[src/rtl/hwc_pkg.sv]
package hwc_pkg;
  typedef enum logic [1:0] {
    ST_RUN  = 2'd0,
    ST_STOP = 2'd1,
    ST_WARM = 2'd2
  } hwc_state_e;

  localparam logic [1:0] OPT_XTAL = 2'b00;
endpackage

[src/rtl/hwc_pin_sync.sv]
module hwc_pin_sync #(
  parameter int STAGES = 2
) (
  input  logic clk,
  input  logic rst,
  input  logic pin,
  output logic level,
  output logic rise
);
  logic [STAGES-1:0] sync_q;
  logic              last_q;

  always_ff @(posedge clk) begin
    if (rst) begin
      sync_q <= '0;
      last_q <= 1'b0;
    end else begin
      sync_q <= {sync_q[STAGES-2:0], pin};
      last_q <= sync_q[STAGES-1];
    end
  end

  assign level = sync_q[STAGES-1];
  assign rise  = sync_q[STAGES-1] & ~last_q;
endmodule

[src/rtl/hwc_tc_div.sv]
module hwc_tc_div #(
  parameter int TC_DIV = 10
) (
  input  logic clk,
  input  logic rst,
  input  logic clr,
  input  logic en,
  output logic tick
);
  localparam int DIV_W = (TC_DIV > 1) ? $clog2(TC_DIV) : 1;
  localparam logic [DIV_W-1:0] LAST = DIV_W'(TC_DIV - 1);

  logic [DIV_W-1:0] div_q;

  always_ff @(posedge clk) begin
    if (rst || clr) begin
      div_q <= '0;
    end else if (en) begin
      div_q <= (div_q == LAST) ? '0 : div_q + 1'b1;
    end
  end

  assign tick = en && (div_q == LAST);
endmodule

[src/rtl/hwc_warm_timer.sv]
module hwc_warm_timer #(
  parameter int PRE_W = 8,
  parameter int CNT_W = 8
) (
  input  logic             clk,
  input  logic             rst,
  input  logic             load,
  input  logic             en,
  input  logic             tick,
  output logic [PRE_W-1:0] pre,
  output logic [CNT_W-1:0] cnt,
  output logic             done
);
  logic pre_zero;
  assign pre_zero = (pre == '0);

  always_ff @(posedge clk) begin
    if (rst) begin
      pre <= '0;
      cnt <= '0;
    end else if (load) begin
      pre <= '1;
      cnt <= '1;
    end else if (en && tick) begin
      pre <= pre - 1'b1;
      if (pre_zero) cnt <= cnt - 1'b1;
    end
  end

  assign done = en && tick && pre_zero;
endmodule

[src/rtl/halt_wake_ctrl.sv]
module halt_wake_ctrl #(
  parameter int TC_DIV   = 10,
  parameter int PRE_W    = 8,
  parameter int CNT_W    = 8,
  parameter int SYNC_STG = 2
) (
  input  logic             clk,
  input  logic             rst_n,
  input  logic             halt_set,
  input  logic             restart_pin,
  input  logic             wake_req,
  input  logic [1:0]       clk_opt,
  output logic             core_clk_en,
  output logic             resume_next,
  output logic             restart_zero,
  output logic             g7_level,
  output logic [PRE_W-1:0] wdt_pre,
  output logic [CNT_W-1:0] wdt_cnt
);
  import hwc_pkg::*;

  logic       rst;
  hwc_state_e state_q;
  logic       rz_pend_q;
  logic       pin_rise;
  logic       is_xtal;
  logic       exit_hit;
  logic       enter_stop;
  logic       warm;
  logic       tc_tick;
  logic       warm_done;

  assign rst        = ~rst_n;
  assign is_xtal    = (clk_opt == OPT_XTAL);
  assign exit_hit   = (state_q == ST_STOP) && (wake_req || (pin_rise && !is_xtal));
  assign enter_stop = (state_q == ST_RUN) && core_clk_en && halt_set;
  assign warm       = (state_q == ST_WARM);

  hwc_pin_sync #(.STAGES(SYNC_STG)) u_sync (
    .clk   (clk),
    .rst   (rst),
    .pin   (restart_pin),
    .level (g7_level),
    .rise  (pin_rise)
  );

  hwc_tc_div #(.TC_DIV(TC_DIV)) u_div (
    .clk  (clk),
    .rst  (rst),
    .clr  (enter_stop),
    .en   (warm),
    .tick (tc_tick)
  );

  hwc_warm_timer #(.PRE_W(PRE_W), .CNT_W(CNT_W)) u_timer (
    .clk  (clk),
    .rst  (rst),
    .load (exit_hit),
    .en   (warm),
    .tick (tc_tick),
    .pre  (wdt_pre),
    .cnt  (wdt_cnt),
    .done (warm_done)
  );

  always_ff @(posedge clk) begin
    if (rst) begin
      state_q      <= ST_RUN;
      core_clk_en  <= 1'b0;
      resume_next  <= 1'b0;
      restart_zero <= 1'b0;
      rz_pend_q    <= 1'b1;
    end else begin
      resume_next  <= 1'b0;
      restart_zero <= rz_pend_q;
      rz_pend_q    <= 1'b0;
      case (state_q)
        ST_RUN: begin
          if (enter_stop) begin
            state_q     <= ST_STOP;
            core_clk_en <= 1'b0;
          end else begin
            core_clk_en <= 1'b1;
          end
        end
        ST_STOP: begin
          if (exit_hit) begin
            if (is_xtal) begin
              state_q <= ST_WARM;
            end else begin
              state_q     <= ST_RUN;
              core_clk_en <= 1'b1;
              resume_next <= 1'b1;
            end
          end
        end
        ST_WARM: begin
          if (warm_done) begin
            state_q     <= ST_RUN;
            core_clk_en <= 1'b1;
            resume_next <= 1'b1;
          end
        end
        default: state_q <= ST_RUN;
      endcase
    end
  end
endmodule

[config.mk]
export PLATFORM = sky130hd
export DESIGN_NAME = halt_wake_ctrl
export DESIGN_NICKNAME = d
export VERILOG_FILES = /design/src/rtl/hwc_pkg.sv /design/src/rtl/hwc_pin_sync.sv /design/src/rtl/hwc_tc_div.sv /design/src/rtl/hwc_warm_timer.sv /design/src/rtl/halt_wake_ctrl.sv
export SDC_FILE = /design/constraint.sdc
export NUM_CORES = 1
export LEC_CHECK = 0
export ABC_AREA = 1
export BUFFER_PORTS_ARGS = -buffer_cell sky130_fd_sc_hd__buf_2
export CORE_MARGIN = 2
export CORE_UTILIZATION = 57
export CTS_BUF_LIST = sky130_fd_sc_hd__clkbuf_8
export DETAILED_ROUTE_END_ITERATION = 8
export PLACE_DENSITY = 0.9
export RECOVER_POWER = 100
export SYNTH_ARGS = -nofsm -noshare
export SYNTH_HDL_FRONTEND = slang
export SYNTH_SLANG_ARGS = --single-unit
[constraint.sdc]
create_clock -name clk -period 1.8 [get_ports clk]
set_input_delay 0 -clock clk [delete_from_list [all_inputs] [get_ports clk]]
set_output_delay 0 -clock clk [all_outputs]
set_load 0.02 [all_outputs]
==> impl_metrics.toml, run 1 <==
[sta]
period_share = 0.910
slew_headroom = 0.647
fmax_mhz = 611
clock_skew_ns = 0.00199
worstMarginPinSlew_ns = 0.529
rsz0062_at_grt = "no"
slew_violations = 0
setup_viol = 0
finalHoldViolations = 0
tns_ns = 0
min_period_ns = 1.64

[pwr]
power.total_mw = 2.23
p_leak_nw = 0.817
vdd_ir_drop_max_v = 0.000908
powerDensity_nw_per_um2 = 1260

[critical_path]
crit_family = "simple AND/OR/NAND/NOR gates"
crit_type = "register to register"
crit_chain = "inv_1 -> ha_1 -> nand3_2 -> nor2_4 -> nand2_4 -> o21ai_0 -> nand3_1 -> nand2_1 -> nor2_1"
crit_arrival_ns = 1.82
cp.required_ns = 1.98
r2r_start = "state_q[0]"
end_kind = "register"
critPathSlowestCell = "dfxtp_1"
cpPeakStageDelay_ns = 0.32
cp_max_fo = 10
critPathBufInv = 1
cp-startpoint = "state_q[0]"
critPathLaunchType = "register"

[place]
port_buffers = 26
gp_congestion = 0.841
dpl_cell_area_sq_um = 1670
hpwl_mm = 2.17

[final_layout]
syn_to_final_growth_pct = 15.2
seq_area_sq_um = 581
antenna_cells = 0
drive_above_1_share = 0.119
fillCellCount = 213
multiInputGateArea_sq_um = 795
fin_nets = 265
final_area_sq_um = 1760

[global_routing]
gr-total-overflow = 0
track_usage = 0.214
grt_pass1_vias = 1282
grt_max_degree = 20
grt_pass1_wl_mm = 5.27
antenna_found_initial = 0

[drt]
detail_route.iter0.violations = 48
wl_mm = 3.13
wl_per_cell_um = 11.0
firstDrtPassIters = 5
viasPerCell = 5.11
dr_total_vias = 1445
detail-route-antenna-nets = 0
drc = 0

[yosys]
synthDistinctLibCells = 30
syn_area_sq_um = 1530
dominantRegCellSynth = "dfxtp_1"
avgSynthCellArea_sq_um = 7.02
synth_edf_count = 0
synth-async-reset-ratio = 0
ys_seq_area_frac = 0.379
synthCells = 218
synth_nets = 231
ys_seq_elements = 29
yosys_warnings = 0

[floorplan]
ios = 27
rows = 18
fp.dieH_um = 55.8
start_util = 0.612
die_area_sq_um = 3120
core_area_sq_um = 2500
die_w_um = 55.8

[run]
drv_cap = 0

[clock_network]
clk_pin_slew_ns = 0.06
root_buffer = "clkbuf_8"
clkLatencyLatePin_ns = 0.29
cts_tree = "yes"
cts_num_sinks = 29
htreeDepth = 2
clock_path_buffers = 2
cts_made_buffers = 5
cts_resized = 0

[worst_hold_path]
hold_class = "primary input to register"
min_from = "clk_opt[0]"

[outcome]
outcome = "complete, no violations"
-- synthesized netlist by cell type, types with 2 or more instances --
library cell  count  area share
nor3_1            3      0.0098
o21ai_0           8       0.026
nand3b_1          3       0.015
a31oi_1           4       0.016
nand3_1          17       0.056
nand2_4           3       0.022
inv_1            32       0.078
nand2_2           3       0.012
nor2_4            2       0.015
nand4_1           5       0.020
ha_1              6       0.049
nand2_1          52        0.13
nor2_1           22       0.054
nand3_2           2       0.013
a21oi_1          13       0.043
dfxtp_1          29        0.38
-- registers in the layout, summed over array words and instances (netlist names) --
name	count
u_timer.cnt	8
state_q	2
core_clk_en	1
restart_zero	1
u_timer.pre	8
resume_next	1
rz_pend_q	1
u_sync.last_q	1
u_div.div_q	4
u_sync.sync_q	2
-- cell families (layout without fill, tap and decap cells) --
logic type                 Yosys count  count (layout)  share of synthesized area
AOI/OAI and AO/OA                   27              27                     0.0940
and+or+nand+nor                    117             117                      0.367
DFF                                 29              29                      0.379
adders and majority gates            6               6                     0.0491
buffers and inverters               37              72                     0.0989
xor gates and xnor gates             2               2                     0.0114
-- layout make-up --
type,instances,share of cell area
multi-input combinational,152,0.451
sequential,29,0.329
timing repair buffer,31,0.0816
inverter,33,0.0703
clock buffer,5,0.0390
tap,30,0.0213
clock inverter,3,0.00781
-- report_power, final --
group | switching, mW | total, mW | internal, mW | leakage (nW)
Clock | 0.251 | 0.512 | 0.261 | 0.0491
Combinational | 0.562 | 0.886 | 0.324 | 0.531
Sequential | 0.0919 | 0.828 | 0.736 | 0.236
-- tightest hold or removal path: stages --
cell and delay (ns):
buf_2 0.07, inv_1 0.04, nand2_1 0.09, a21oi_1 0.05, nor2_1 0.12
-- cell usage in the layout, fill, tap and decap left out, drive strengths merged, types with 6 or more instances in the layout --
master and instances:
nor2 25, a21oi 13, ha 6, inv 34
nand2 58, nand3 19, buf 8, o21ai 10
dfxtp 29, clkbuf 27
-- final timing paths --
check / slack (ns) / cells after the start / to
setup / recovery: 0.16 / 9 / core_clk_en
hold / removal: 0.12 / 5 / resume_next
setup reg to reg: 0.16 / 9 / core_clk_en
hold reg to reg: 0.42 / 2 / restart_zero
-- through the flow --
| stage | instances | setup WS (ns) | hold WS, ns | util |
|---|---|---|---|---|
| floorplan | 218 | 0.373 | 0.0976 | - |
| global placement | 270 | 0.214 | 0.186 | 0.668 |
| detailed placement | 270 | 0.163 | 0.196 | 0.668 |
| CTS | 279 | 0.146 | 0.0412 | 0.705 |
| global route | 283 | 0.0141 | 0.148 | 0.705 |
| finish | 283 | 0.163 | 0.122 | 0.705 |
-- per-layer routing --
metal  GRT usage  wire length (um)  part of all wire
met5           0                 0                 0
met4      0.0714                42             0.013
met3      0.0837               221             0.071
met2       0.359              1450              0.46
met1       0.249              1410              0.45
-- what timing repair did --
item / CTS / global route
setup buffers: 0 / 4
setup endpoints to repair: 0 / 4
hold buffers: 1 / 0
endpoints found under the hold margin: 1 / 0
Power figures use the tool's default switching activity.
==> inputs of run 2 (changes only) <==
--- a/config.mk
+++ b/config.mk
@@ -7,6 +7,7 @@
 export LEC_CHECK = 0
 export ABC_AREA = 1
 export BUFFER_PORTS_ARGS = -buffer_cell sky130_fd_sc_hd__buf_2
+export CORE_ASPECT_RATIO = 1.75
 export CORE_MARGIN = 2
 export CORE_UTILIZATION = 57
 export CTS_BUF_LIST = sky130_fd_sc_hd__clkbuf_8
==> impl_metrics.toml, run 2 (synthesized netlist as in run 1, its figures left out) <==
[clock_network]
clock_path_buffers = 2
cts_num_sinks = 29
htreeDepth = 2
clkLatencyLatePin_ns = 0.29
cts_tree = "yes"
cts_resized = 0
cts_made_buffers = 5
root_buffer = "clkbuf_8"
clk_pin_slew_ns = 0.06

[critical_path]
cp_max_fo = 5
critPathMostFrequentCell = "nand2_1"
cpPeakStageDelay_ns = 0.33
cp.required_ns = 1.98
critPathLaunchType = "register"
crit_arrival_ns = 1.85
crit_chain = "inv_1 -> ha_1 -> nand3_2 -> nor2_4 -> clkbuf_1 -> nand2_1 -> nand2_1 -> nand3_1 -> nand2_1 -> inv_1"
critPathSlowestCell = "dfxtp_1"
critPathBufInv = 3
crit_family = "simple AND/OR/NAND/NOR gates"
crit_type = "register to register"
end_kind = "register"

[pwr]
power_frac_comb = 0.387
p_leak_nw = 0.812
powerDensity_nw_per_um2 = 1300
power.internal_mw = 1.41
pwr-share-seq = 0.359
vdd_ir_drop_max_v = 0.000832
swShare = 0.391
p_switching_mw = 0.902
power.total_mw = 2.31
clockPowerShare = 0.254

[global_routing]
grt_pass1_wl_mm = 5.33
grt_pass1_vias = 1358
antenna_found_initial = 0
grt_max_degree = 20
track_usage = 0.227
gr-total-overflow = 0

[final_layout]
fillCellCount = 237
final_area_sq_um = 1770
syn_to_final_growth_pct = 15.8
fin_nets = 265
largestRegisters = "u_timer.cnt x8, u_timer.pre x8, u_div.div_q x4"
final_common_cell = "nand2_1"
layout_common_cells = "nand2_1, inv_1, dfxtp_1, nor2_1, clkbuf_1"
drive_above_1_share = 0.119
utilization = 0.702
antenna_cells = 0

[sta]
hold_slack_ns = 0.102
finalHoldViolations = 0
min_period_ns = 1.67
tns_ns = 0
slew_violations = 0
setup_viol = 0
slew_headroom = 0.640
period_share = 0.929
rsz0062_at_grt = "no"
fmax_mhz = 598
clock_skew_ns = 0.00898
worstMarginPinSlew_ns = 0.540

[drt]
viasPerCell = 5.32
drc = 0
wl_mm = 3.35
firstDrtPassIters = 4
detail-route-antenna-nets = 0
dr_total_vias = 1484
wl_per_cell_um = 12.0
detail_route.iter0.violations = 43

[floorplan]
ios = 27
die_area_sq_um = 3130
die_w_um = 43.2
rows = 24
start_util = 0.607
fp.dieH_um = 72.5
core_area_sq_um = 2520

[place]
port_buffers = 26
dpl_cell_area_sq_um = 1670
hpwl_mm = 2.42
gp_congestion = 0.892

[run]
drv_cap = 0

[worst_hold_path]
hold_class = "primary input to register"

[outcome]
outcome = "complete, no violations"
-- run 2: path summary, 6_finish.rpt --
kind,from,endpoint,slack [ns],cells past startpoint
max reg2reg,state_q[0],u_timer.pre[5],0.13,10
min reg2reg,rz_pend_q,restart_zero,0.41,2
max,state_q[0],u_timer.pre[5],0.13,10
min,clk_opt[0],resume_next,0.10,5
-- run 2: what timing repair did --
action | CTS | global route
endpoints found under the hold margin | 1 | 0
hold buffers | 1 | 0
buffers inserted | 0 | 3
endpoints found under the setup margin | 0 | 12
-- run 2: through the flow --
stage / instances / setup slack [ns]
2_1_floorplan: 218 / 0.373
3_3_place_gp: 266 / 0.213
3_5_place_dp: 266 / 0.105
4_1_cts: 275 / 0.0996
5_1_grt: 279 / 0.0122
6_report: 279 / 0.128
-- run 2: layer usage --
metal,global-route usage,part of all wire,up-vias
met5,0,0,-
met4,0.155,0.033,0
met3,0.0672,0.041,11
met2,0.398,0.52,38
met1,0.220,0.41,672
li1,-,-,763
-- run 2: area by class of cell --
cell class | count | area (sq um) | area share
Clock buffer | 7 | 96.3 | 0.0544
Tap cell | 26 | 32.5 | 0.0184
Clock inverter | 1 | 5.00 | 0.00282
Timing Repair Buffer | 30 | 133 | 0.0749
Multi-Input combinational cell | 153 | 801 | 0.452
Sequential cell | 29 | 581 | 0.328
Inverter | 33 | 124 | 0.0699
-- run 2: power groups by stage --
| stage | combinational, mW | clock [mW] | sequential (mW) |
|---|---|---|---|
| 6_report | 0.892 | 0.587 | 0.829 |
| 5_1_grt | 1.02 | 0.623 | 0.841 |
| 4_1_cts | 0.912 | 0.603 | 0.826 |
| 3_5_place_dp | 0.907 | 0 | 0.839 |
| 3_3_place_gp | 0.881 | 0 | 0.836 |
| 2_1_floorplan | 0.638 | 0 | 0.909 |
-- run 2: worst reg2reg max path, delay by kind of cell, from the launching register on --
kind	cells	cell delay, ns
simple gates	6	0.69
flops	1	0.33
fa+ha+maj	1	0.25
buf+inv	3	0.30
